`src/rtl/hsl_pkg.sv`:
```
`timescale 1ns/1ps
package hsl_pkg;

    // Widest lock index that any legal lock count needs (256 locks).
    localparam int unsigned HSL_IDX_MAX_W = 8;
    localparam int unsigned HSL_DATA_W    = 32;

    typedef enum logic [1:0] {
        HSL_TGT_NONE   = 2'd0,
        HSL_TGT_STATUS = 2'd1,
        HSL_TGT_LOCK   = 2'd2
    } hsl_tgt_e;

    // One port's request after address decode.
    typedef struct packed {
        logic                     valid;
        logic                     write;
        logic                     wzero;
        hsl_tgt_e                 tgt;
        logic [HSL_IDX_MAX_W-1:0] idx;
    } hsl_req_t;

endpackage

```
`src/rtl/hsl_decode.sv`:
```
`timescale 1ns/1ps
module hsl_decode
    import hsl_pkg::*;
#(
    parameter int unsigned ADDR_W     = 12,
    parameter int unsigned NUM_LOCKS  = 32,
    parameter int unsigned STATUS_OFF = 'h010,
    parameter int unsigned LOCK_BASE  = 'h100
) (
    input  logic                  valid_i,
    input  logic                  write_i,
    input  logic [ADDR_W-1:0]     addr_i,
    input  logic [HSL_DATA_W-1:0] wdata_i,
    output hsl_req_t              req_o
);

    localparam logic [ADDR_W-1:0] STATUS_A = ADDR_W'(STATUS_OFF);
    localparam logic [ADDR_W-1:0] LOCK_LO  = ADDR_W'(LOCK_BASE);
    localparam logic [ADDR_W:0]   LOCK_HI  = (ADDR_W + 1)'(LOCK_BASE + 4 * NUM_LOCKS);

    logic [ADDR_W-1:0] off;
    logic              in_lock;

    always_comb begin
        off     = addr_i - LOCK_LO;
        in_lock = (addr_i >= LOCK_LO) && ({1'b0, addr_i} < LOCK_HI)
                  && (addr_i[1:0] == 2'b00);

        req_o.valid = valid_i;
        req_o.write = write_i;
        req_o.wzero = (wdata_i == '0);
        req_o.tgt   = HSL_TGT_NONE;
        req_o.idx   = '0;
        if (addr_i == STATUS_A) begin
            req_o.tgt = HSL_TGT_STATUS;
        end else if (in_lock) begin
            req_o.tgt = HSL_TGT_LOCK;
            req_o.idx = HSL_IDX_MAX_W'(off >> 2);
        end
    end

endmodule

```
`src/rtl/hsl_lock_core.sv`:
```
`timescale 1ns/1ps
module hsl_lock_core
    import hsl_pkg::*;
#(
    parameter int unsigned NUM_LOCKS = 32
) (
    input  logic                  clk,
    input  logic                  rst_n,
    input  hsl_req_t              req0_i,
    input  hsl_req_t              req1_i,
    output logic [HSL_DATA_W-1:0] rdata0_o,
    output logic [HSL_DATA_W-1:0] rdata1_o,
    output logic [NUM_LOCKS-1:0]  locks_o
);

    localparam int unsigned STATUS_W = 32;

    typedef struct packed {
        logic [NUM_LOCKS-1:0]  locks;
        logic [HSL_DATA_W-1:0] rd0;
        logic [HSL_DATA_W-1:0] rd1;
    } core_st_t;

    typedef struct packed {
        logic [NUM_LOCKS-1:0]  locks;
        logic [HSL_DATA_W-1:0] rd;
    } step_t;

    // Apply one port's request to a lock vector; returns new vector and read word.
    function automatic step_t apply_req(input hsl_req_t r, input logic [NUM_LOCKS-1:0] cur);
        step_t                s;
        logic [NUM_LOCKS-1:0] hit;
        s.locks = cur;
        s.rd    = '0;
        for (int i = 0; i < NUM_LOCKS; i++) begin
            hit[i] = (r.idx == HSL_IDX_MAX_W'(i));
        end
        if (r.valid) begin
            if (!r.write) begin
                if (r.tgt == HSL_TGT_LOCK) begin
                    s.rd    = {{(HSL_DATA_W-1){1'b0}}, |(hit & cur)};
                    s.locks = cur | hit;
                end else if (r.tgt == HSL_TGT_STATUS) begin
                    s.rd = HSL_DATA_W'(cur[STATUS_W-1:0]);
                end
            end else if ((r.tgt == HSL_TGT_LOCK) && r.wzero) begin
                s.locks = cur & ~hit;
            end
        end
        return s;
    endfunction

    core_st_t st_d, st_q;
    step_t    step0, step1;

    always_comb begin
        step0     = apply_req(req0_i, st_q.locks);
        step1     = apply_req(req1_i, step0.locks);
        st_d      = st_q;
        st_d.locks = step1.locks;
        st_d.rd0   = step0.rd;
        st_d.rd1   = step1.rd;
    end

    always_ff @(posedge clk or negedge rst_n) begin
        if (!rst_n) begin
            st_q <= '0;
        end else begin
            st_q <= st_d;
        end
    end

    assign rdata0_o = st_q.rd0;
    assign rdata1_o = st_q.rd1;
    assign locks_o  = st_q.locks;

endmodule

```
`src/rtl/hsl_bank.sv`:
```
`timescale 1ns/1ps
module hsl_bank
    import hsl_pkg::*;
#(
    parameter int unsigned NUM_LOCKS = 32,
    parameter int unsigned ADDR_W    = 12
) (
    input  logic              clk,
    input  logic              rst_n,
    input  logic              m0_valid,
    input  logic              m0_write,
    input  logic [ADDR_W-1:0] m0_addr,
    input  logic [31:0]       m0_wdata,
    output logic [31:0]       m0_rdata,
    input  logic              m1_valid,
    input  logic              m1_write,
    input  logic [ADDR_W-1:0] m1_addr,
    input  logic [31:0]       m1_wdata,
    output logic [31:0]       m1_rdata
);

    localparam int unsigned N_PORTS = 2;

    generate
        if (!(NUM_LOCKS == 32 || NUM_LOCKS == 64 || NUM_LOCKS == 128 || NUM_LOCKS == 256)) begin : g_bad_count
            $error("hsl_bank: NUM_LOCKS must be 32, 64, 128 or 256");
        end
    endgenerate

    logic [N_PORTS-1:0]    v_w;
    logic [N_PORTS-1:0]    w_w;
    logic [ADDR_W-1:0]     a_w [N_PORTS];
    logic [HSL_DATA_W-1:0] d_w [N_PORTS];
    hsl_req_t              req_w [N_PORTS];
    logic [NUM_LOCKS-1:0]  lock_vec;

    assign v_w    = {m1_valid, m0_valid};
    assign w_w    = {m1_write, m0_write};
    assign a_w[0] = m0_addr;
    assign a_w[1] = m1_addr;
    assign d_w[0] = m0_wdata;
    assign d_w[1] = m1_wdata;

    for (genvar p = 0; p < N_PORTS; p++) begin : g_port
        hsl_decode #(
            .ADDR_W    (ADDR_W),
            .NUM_LOCKS (NUM_LOCKS)
        ) dec_i (
            .valid_i (v_w[p]),
            .write_i (w_w[p]),
            .addr_i  (a_w[p]),
            .wdata_i (d_w[p]),
            .req_o   (req_w[p])
        );
    end

    hsl_lock_core #(
        .NUM_LOCKS (NUM_LOCKS)
    ) core_i (
        .clk      (clk),
        .rst_n    (rst_n),
        .req0_i   (req_w[0]),
        .req1_i   (req_w[1]),
        .rdata0_o (m0_rdata),
        .rdata1_o (m1_rdata),
        .locks_o  (lock_vec)
    );

endmodule

```
`config.mk`:
```
export PLATFORM = sky130hd
export DESIGN_NAME = hsl_bank
export DESIGN_NICKNAME = d
export VERILOG_FILES = /design/src/rtl/hsl_pkg.sv /design/src/rtl/hsl_decode.sv /design/src/rtl/hsl_lock_core.sv /design/src/rtl/hsl_bank.sv
export SDC_FILE = /design/constraint.sdc
export NUM_CORES = 1
export LEC_CHECK = 0
export ABC_AREA = 1
export CAP_MARGIN = 5
export CELL_PAD_IN_SITES_DETAIL_PLACEMENT = 1
export CELL_PAD_IN_SITES_GLOBAL_PLACEMENT = 1
export CORE_AREA = 5 5 156 158
export DETAILED_ROUTE_END_ITERATION = 8
export DIE_AREA = 0 0 161 163
export PLACE_DENSITY = 0.71
export SETUP_SLACK_MARGIN = 0.3
export SLEW_MARGIN = 20
export SYNTH_ARGS = -nofsm -noshare
export SYNTH_HDL_FRONTEND = slang
export SYNTH_SLANG_ARGS = --single-unit
export TNS_END_PERCENT = 20
```
`constraint.sdc`:
```
create_clock -name clk -period 1.6 [get_ports clk]
set_input_delay 0.4 -clock clk [delete_from_list [all_inputs] [get_ports clk]]
set_output_delay 0.4 -clock clk [all_outputs]
set_load 0.005 [all_outputs]
```
==> impl_metrics.toml <==
[sta]
final_hold_viol_count = 0
holdWs_ns = 0.496
fin_crit_sh_pct = 152
rsz0062_at_grt = "yes"
fin_crit_ns = 2.43
maxSlewHeadroom_pct = 63.9
fin_skew_ns = 0.0100
tightest_slew_ns = 0.540
setup_viol = 96
drv_slew = 0
setup_ws_ns = -0.833
max_freq_mhz = 411

[drt]
vias = 7549
drtPass1Iterations = 5
route.detailed.drc = 0
drt-initial-drc-count = 371
wirelength_um = 30300
vias_per_cell = 4.93
wl_per_cell_um = 19.8
ant_nets = 0

[synthesis]
yosys_most_used_dff = "dfrtp_1"
muxShareOfSynthArea_pct = 0
syn_avg_cell_area_sq_um = 7.04
yosys.area_share.simple_pct = 35.7
synthAdderAreaFrac_pct = 0.892
synth_xor_area_share_pct = 0
yosysUniqueCellTypes = 43
async_flop_share_pct = 100
yosysMostFrequentCell = "nand2_1"
synth_top_area_share_pct = 42.8
ys_ff_latch = 96
yosys-top-cells-count = "217 x nand2_1, 121 x nor2_1, 96 x dfrtp_1, 88 x inv_1, 59 x o21ai_0"
ys_warn_count = 0
synth_edf_count = 0
postSynthCellCount = 797
synth_fp_nets = 895
yosysTopAreaCell = "dfrtp_1"
synth_sequential_area_ratio_pct = 42.8
syn_area_sq_um = 5610
synth_top_family_by_area = "simple AND/OR/NAND/NOR gates"
synth_compound_area_share_pct = 12.5
yosys-top-cells-area = "dfrtp_1 43%, nand2_1 15%, nor2_1 8.1%"

[clock_tree]
clock_path_buffers = 2
htree_num_levels = 3
cts_buffers = 9
clk_latency_ns = 0.36
clk_pin_slew_ns = 0.07
cts_tree = "yes"
clock-sinks = 96
root_buffer = "clkbuf_16"

[finish]
area_growth_pct = 98.4
diodes = 0
final_area_sq_um = 11100
finish.net_count = 1335
fill_cells = 2784
drive_above_1_share_pct = 53.9

[global_routing]
grt_pass1_wl_um = 43800
use_met1_pct = 24.9
grt_pass1_vias = 7985
grt_max_degree = 43
antenna_found_initial = 0
overflow = 0
globalRouteMet2Util_pct = 38.4
top_usage_layer = "met2"
met3_usage_pct = 4.30
grt_usage_pct = 21.4

[setup_path]
critPathLaunchType = "primary input"
worstSetupEndpointType = "flop"
crit_fanout = 6
path_class = "primary input to flop"
critPathArrivalTime_ns = 2.68
worstPathRequired_ns = 1.84

[power_and_ir_drop]
ir_drop_mv = 0.347
p_clk_share_pct = 41.1
p_per_area_nw_per_um2 = 484
switching_power_uw = 1330
p_int_uw = 4070
leakagePower_uw = 0.00547
power_frac_comb_pct = 13.9
swShare_pct = 24.6
seqPwrFrac_pct = 45.0

[placement]
gp_congestion = 0.935
dp_hpwl_um = 20600
port_buffers = 157
place_area_sq_um = 9180

[floorplan]
pin_count = 158
core-area_sq_um = 23000
initial_core_util_pct = 24.4
die_x_um = 161
die_area_sq_um = 26200
rows = 56
die_height_um = 163

[worst_hold_path]
hold_class = "primary input to async pin"

[status]
status = "complete, but fails checks"
violations = "negative setup slack"

[run]
maxCapViolations = 0
power groups by stage:
stage | clock (uW) | sequential (uW) | combinational (uW)
floorplan | 0 | 2470 | 153
global placement | 0 | 2470 | 613
detailed placement | 0 | 2470 | 630
CTS | 2250 | 2430 | 706
global route | 2380 | 2430 | 811
finish | 2210 | 2430 | 752
per-stage QoR:
stage | power, uW | util (%) | std cells | worst slack [ns] | setup TNS [ns]
after floorplan | 2630 | - | 797 | -0.621 | -29.27
after global placement | 3090 | 39.9 | 1435 | -1.71 | -104.27
after detailed placement | 3100 | 39.9 | 1435 | -1.75 | -107.29
after CTS | 5380 | 45.6 | 1507 | -0.688 | -32.14
after global routing | 5610 | 48.4 | 1532 | -0.965 | -41.14
final | 5390 | 48.4 | 1532 | -0.833 | -32.81
repair_timing:
action / 4_1_cts / 5_1_grt
buffers inserted: 51 / 24
endpoints found under the hold margin: 19 / 0
gates resized for setup: 632 / 146
hold buffers: 1 / 0
cloned: 4 / 1
endpoints found under the setup margin: 160 / 99
pin swaps: 129 / 72
layout by cell type, fill, tap and decap left out, types with 4 or more instances in the layout:
cell type / n
buf_12: 8
nor2_1: 63
nor3_4: 12
nand2_2: 54
nor4_2: 4
buf_4: 231
clkbuf_16: 10
buf_2: 69
o21ai_0: 7
buf_6: 54
inv_4: 6
a21o_1: 5
a21oi_1: 12
o22ai_1: 4
nand2_8: 5
nor2_2: 40
dlymetal6s2s_1: 6
ha_4: 4
nand2_1: 157
nor3_2: 22
nand3_1: 23
inv_2: 16
a21oi_4: 6
a21oi_2: 18
o21ai_4: 4
nand2_4: 6
clkbuf_2: 6
inv_1: 64
nand4_1: 8
o21ai_2: 30
dlygate4sd2_1: 44
clkdlybuf4s50_1: 26
dfrtp_1: 96
o21ai_1: 39
nand3_2: 16
nor2_4: 23
state kept, by name, indices dropped and copies added (netlist names):
signal and flops:
core_i.rdata0_o 32, core_i.rdata1_o 32, core_i.locks_o 32
routing by layer:
metal / vias up / routed length, um
met1: 3665 / 11700
met3: 106 / 1990
met4: 0 / 1650
met5: - / 0
li1: 3462 / -
met2: 316 / 14900
cell type report:
type	count	area [sq um]	area share (%)
Clock buffer	11	243	2.18
Clock inverter	5	56.3	0.506
Inverter	91	392	3.52
Multi-Input combinational cell	589	3990	35.8
Sequential cell	96	2400	21.6
Tap cell	290	363	3.26
Timing Repair Buffer	450	3690	33.1
critical path, cell delays in order:
cell and delay (ns):
buf_8 0.09, inv_12 0.03, ha_4 0.15, nor2_4 0.10, nor2_2 0.05, nor2_4 0.17
buf_6 0.16, nand2_8 0.08, clkinv_8 0.08, nand2_8 0.06, nor2_8 0.14, buf_12 0.15
buf_6 0.10, nand2_1 0.05, nand2_1 0.11, nand2_2 0.08, nand2_1 0.09, nand2_1 0.11
nor2_2 0.15, nand3_2 0.10, nor2_2 0.12, a21oi_1 0.08
logic make-up after synthesis:
kind of cell | after synthesis
compound gates | 132
buf+inv | 114
flops | 96
fa+ha+maj | 4
simple gates | 451
worst paths after layout:
kind,end,startpoint,cells after the start,slack [ns]
worst max-delay path,core_i.rdata1_o[0],m0_addr[9],22,-0.83
worst min-delay path,core_i.rdata1_o[25],rst_n,2,0.50
worst max register to register,core_i.rdata1_o[0],core_i.locks_o[0],10,0.09
worst min register to register,core_i.rdata0_o[26],core_i.locks_o[26],2,0.57
max in group asynchronous,core_i.rdata1_o[4],rst_n,3,0.56
min in group clk,core_i.rdata0_o[26],core_i.locks_o[26],2,0.57
(Power assumes the default switching activity.)
